`src/rtl/irq_ring_writer.sv`:
```
module irq_ring_writer #(
  parameter int CHAN_W     = 5,
  parameter int UNIT_WORDS = 16
) (
  input  logic              clk,
  input  logic              rst_n,
  input  logic              base_we,
  input  logic [31:0]       base_in,
  input  logic [7:0]        len_code,
  input  logic              ack_req,
  output logic              ack_done,
  input  logic              fi_req,
  input  logic [CHAN_W-1:0] fi_chan,
  output logic              fi_done,
  input  logic              gen_req,
  input  logic [31:0]       gen_word,
  output logic              gen_done,
  output logic              mem_req,
  output logic [31:0]       mem_addr,
  output logic [31:0]       mem_data,
  input  logic              mem_ack,
  output logic              irq
);

  localparam logic [31:0] VALID_BIT = 32'h8000_0000;
  localparam logic [31:0] ACK_CODE  = 32'h0000_8000;
  localparam logic [31:0] FI_CODE   = 32'h0000_1000;
  localparam logic [31:0] UNIT_B    = 32'(UNIT_WORDS * 4);

  logic [31:0] base_q, ptr_q;

  wire [31:0] ring_bytes = ({24'd0, len_code} + 32'd1) * UNIT_B;
  wire [31:0] ptr_inc    = ptr_q + 32'd4;
  wire [31:0] ptr_nxt    = (ptr_inc >= base_q + ring_bytes) ? base_q : ptr_inc;
  wire        idle       = !mem_req;
  wire        any_req    = ack_req || fi_req || gen_req;
  wire        write_done = mem_req && mem_ack;
  wire [31:0] sel_word   = ack_req ? ACK_CODE :
                           fi_req  ? (FI_CODE | 32'(fi_chan)) : gen_word;

  always_ff @(posedge clk) begin
    if (!rst_n) begin
      base_q   <= '0;
      ptr_q    <= '0;
      mem_req  <= 1'b0;
      mem_addr <= '0;
      mem_data <= '0;
      ack_done <= 1'b0;
      fi_done  <= 1'b0;
      gen_done <= 1'b0;
      irq      <= 1'b0;
    end else begin
      ack_done <= idle && ack_req;
      fi_done  <= idle && !ack_req && fi_req;
      gen_done <= idle && !ack_req && !fi_req && gen_req;
      irq      <= write_done;
      if (idle && any_req && base_q != '0) begin
        mem_req  <= 1'b1;
        mem_addr <= ptr_q;
        mem_data <= sel_word | VALID_BIT;
      end else if (write_done) begin
        mem_req <= 1'b0;
      end
      if (base_we) begin
        base_q <= base_in;
        ptr_q  <= base_in;
      end else if (write_done) begin
        ptr_q <= ptr_nxt;
      end
    end
  end


  hold_until_ack_chk: assert property (@(posedge clk) disable iff (!rst_n)
    mem_req && !mem_ack |=> mem_req && $stable(mem_addr) && $stable(mem_data));


  valid_bit_chk: assert property (@(posedge clk) disable iff (!rst_n)
    mem_req |-> mem_data[31]);


  no_write_zero_base_chk: assert property (@(posedge clk) disable iff (!rst_n)
    $rose(mem_req) |-> $past(base_q) != '0);


  irq_follows_ack_chk: assert property (@(posedge clk) disable iff (!rst_n)
    mem_req && mem_ack |=> irq);


  irq_single_chk: assert property (@(posedge clk) disable iff (!rst_n)
    irq |=> !irq);


  done_onehot_chk: assert property (@(posedge clk) disable iff (!rst_n)
    $onehot0({ack_done, fi_done, gen_done}));

endmodule

```
`config.mk`:
```
export PLATFORM = sky130hd
export DESIGN_NAME = irq_ring_writer
export DESIGN_NICKNAME = d
export VERILOG_FILES = /design/src/rtl/irq_ring_writer.sv
export SDC_FILE = /design/constraint.sdc
export NUM_CORES = 1
export LEC_CHECK = 0
export ABC_CLOCK_PERIOD_IN_PS = 4450
export BUFFER_PORTS_ARGS = -buffer_cell sky130_fd_sc_hd__buf_4
export CORE_ASPECT_RATIO = 0.6
export CORE_MARGIN = 8
export CORE_UTILIZATION = 56
export CTS_BUF_LIST = sky130_fd_sc_hd__clkbuf_16
export CTS_CLUSTER_DIAMETER = 50
export CTS_CLUSTER_SIZE = 24
export DETAILED_ROUTE_END_ITERATION = 12
export PLACE_DENSITY_LB_ADDON = 0.3
export SLEW_MARGIN = 20
export SYNTH_ARGS = -nofsm -noshare
export SYNTH_HDL_FRONTEND = slang
export SYNTH_SLANG_ARGS = --single-unit
```
`constraint.sdc`:
```
create_clock -name clk -period 4.45 [get_ports clk]
set_clock_uncertainty 0.1 [all_clocks]
set_input_delay 0.2225 -clock clk [delete_from_list [all_inputs] [get_ports clk]]
set_output_delay 0.2225 -clock clk [all_outputs]
set_load 0.01 [all_outputs]
```
==> results.md <==
* Status: finished, final reports clean
* Yosys reg bits at 133
* Tot Pwr at 3.673 mW
* Top area cells in the synthesized netlist: dfxtp_1 (36%), ha_1 (7.3%), a21oi_1 (6.0%)
* Sequential Area at around 0.0027 sq mm
* Library cells used by synthesis at 48
* Worst-case vdd ir drop at 270.1 uV
* Min-Delay Path Class: input pin to flip-flop
* Buffers on Ports at ~150
* Critical Path AT at 4.38 ns
* Finished Cell Area at approximately 0.0099 sq mm
* Crit-path max FO at 18
* Die Area at 0.01726 sq mm
* Pin count of the biggest net entering global routing at 60
* Wire length per cell at 18.91 microns
* Clk buf depth at 2
* Period utilisation layout at 0.9426
* Root buf cell: clkbuf_16
* Cell Rows at 32
* Starting density of the core at 0.5754
* Area Growth Syn to Fin at 34.16%
* Cell Pwr Density at 370.2 mW/mm^2
* Slowest cell on crit path: fa_1
* RSZ-0062 raised after global routing: no
* Count leader, synth: dfxtp_1
* Number of cells on the worst hold path at 3
* Clock tree sinks at 133
* Number of synthesized flops with an enable pin at 0
* Via density at roughly 6.0
* Slew Limit Headroom at 0.3703
* Critical Path Sink Type: flip-flop
* Global-route wire length before repair at ~39 mm
* CTS H-tree lvls at 4
* Vias post-DR at ~7700
* Area fraction of the dominant cell type after synthesis at 0.3601
* Die Wd at 164.4 microns
* Max-capacitance violation count at 0
* Core area at 0.01285 sq mm
* Worst slew pin tran at 0.9445 ns
* Routed Antenna Nets at 0
* Required time worst endpoint at 4.64 ns
* Hold Path Origin: base_in[1]
* Post-synth top cells: dfxtp_1 (133), nand2_1 (116), a21oi_1 (89), nor2_1 (73), clkbuf_1 (49)
* Yosys top cell by area: dfxtp_1
* TNS Setup at 0 ns
* Critical Path Source Type: flip-flop
* Die height at 105.0 microns
* Worst hold path endpoint: base_q[1]$_SDFFE_PN0P_
* Pre-Repair DR Iteration Count at 5
* Initial antenna violation count at 0
* TritonCTS buffer count at 17
* Seq/Total Area, Yosys at 0.3601
* R2r setup slk at 0.26 ns
* Endpoints failing setup at 0
* Synth Instances at 907
* DR iter-0 viols at 906
* Vias in the first global route at 7499
* Primary FF master, synth: dfxtp_1
* Critical path cell sequence: ha_1, fa_1, a21o_1, a21oi_2, o21ai_0, a211o_1, nand4_1, xor2_1, ha_1, nand4_1, inv_1, a221oi_1, o21ai_2, buf_4, nor4_2, nor3b_1
* Final Slew Violations at 0
* DP Wirelength at 16.03 mm
* Reg2reg end: ptr_q[28]$_SDFFE_PN0P_
* Clock period minus worst slack at about 4.2 ns
* WL final at between 20 and 25 mm
* Share of layout cells above drive strength 1 at 0.1995
* Placed Instances at 1190
* Syn nets at 1035
* TritonCTS clock tree: done
* Placer Congestion at 0.9332
* Synthesized area at ~0.0074 sq mm
* Mapped Avg Cell Area at 8.153 sq um
* Final Util at 0.7719
* GRT Overall Usage at 0.2745
* Yosys warning count at 0
* Worst-Skew Late Latency at between 0.4 and 0.5 ns
* DP Area at between 0.008 and 0.009 sq mm
* Placement Setup Slack at about 0.11 ns
* # nets final at 1223
* Final hold viol count at 0
* Slowest cell delay on critical path at 0.40 ns
* Ant. Diodes at 0
* Type of the worst setup path: flip-flop to flip-flop
* Fmax at 238.4 MHz
* Pleak at 4.232 nW
* IO Pins at 153
* Worst reg-to-reg path cell count at 16
* Reg-to-Reg Start: base_q[6]$_SDFFE_PN0P_
* Grt ovf at 0
* FFs w/ async S/R, synth at 0
* Multi-input logic area at 0.004403 sq mm
* Setup ws final at 0.2553 ns
* Post-CTS setup buffer count at 0
* Final Hold Slack at 0.01438 ns
* Post-Layout Cell Count at 1278
* DRC at 0
* Fillers at 926
* Clock-pin slew on the worst setup and hold paths at 0.06 ns
metal layers:
metal | up-vias | track usage | wire length [microns]
met2 | 414 | 0.4242 | 10770
li1 | 3648 | - | -
met1 | 3606 | 0.3634 | 10320
met3 | 48 | 0.07641 | 2570
met5 | - | 0 | 0
met4 | 0 | 0.08721 | 504
area by class of cell:
type,instances,area share
multi-input combinational,689,0.4438
sequential,133,0.2684
timing repair buffer,234,0.1937
clock buffer,17,0.04288
clock inverter,15,0.02207
tap,170,0.02144
inverter,20,0.007693
state kept, by name (all words and copies together) (netlist names):
name	count
mem_addr	32
ack_done	1
irq	1
mem_data	32
gen_done	1
fi_done	1
ptr_q	32
base_q	32
mem_req	1
placed cells by master, fill, tap and decap left out, drive strengths merged, types with 2 or more instances in the layout:
cell type,Yosys,final
buf,16,178
dfxtp,133,133
nand2,116,116
a21oi,89,89
nor2,73,73
dlygate4sd3,0,56
nand3,49,49
ha,43,43
mux2i,39,39
xor2,36,36
nor4,33,33
nor3,28,28
o21ai,26,26
inv,20,25
xnor2,22,22
o221ai,22,22
nand4,21,21
clkbuf,49,17
nor3b,16,16
and3,11,11
o32ai,9,9
a22oi,8,8
a21o,7,7
o21a,7,7
and4,6,6
a211oi,5,5
clkinv,0,5
bufinv,0,4
a221oi,3,3
o21bai,2,2
nand2b,2,2
mux2,2,2
a31oi,2,2
report_power, final:
group | total (mW) | switching [mW] | internal [mW]
clock | 1.55 | 0.595 | 0.957
combinational | 0.769 | 0.427 | 0.342
sequential | 1.35 | 0.0855 | 1.27
cell families after synthesis:
kind of cell             share of synthesized area
multiplexers                               0.05584
XOR/XNOR                                   0.06870
AO/OA/AOI/OAI                               0.1552
adder cells (fa/ha/maj)                    0.07547
buffers and inverters                      0.04873
flip-flops                                  0.3601
AND/OR/NAND/NOR                             0.2360
worst max-delay path by stage:
stage / start / end / cells after the start
3_5_place_dp: len_code[0] / ptr_q[22]$_SDFFE_PN0P_ / 17
6_report: base_q[6]$_SDFFE_PN0P_ / ptr_q[28]$_SDFFE_PN0P_ / 16
3_3_place_gp: len_code[0] / ptr_q[0]$_SDFFE_PN0P_ / 16
2_1_floorplan: len_code[0] / ptr_q[0]$_SDFFE_PN0P_ / 16
5_1_grt: base_q[6]$_SDFFE_PN0P_ / ptr_q[19]$_SDFFE_PN0P_ / 16
4_1_cts: base_q[6]$_SDFFE_PN0P_ / ptr_q[5]$_SDFFE_PN0P_ / 15
what timing repair did:
item	CTS	global route
resized for setup	0	4
endpoints found under the setup margin	0	12
hold buffers	56	0
hold endpoints to repair	56	0
worst max-delay path: cells and delay by family (launching register included):
family	cells	cell delay (ns)
buffers and inverters	2	0.28
XOR/XNOR	1	0.16
AND/OR/NAND/NOR	4	0.73
AO/OA/AOI/OAI	6	1.53
adder cells (fa/ha/maj)	3	0.90
flip-flops	1	0.36
(Power assumes the default switching activity.)
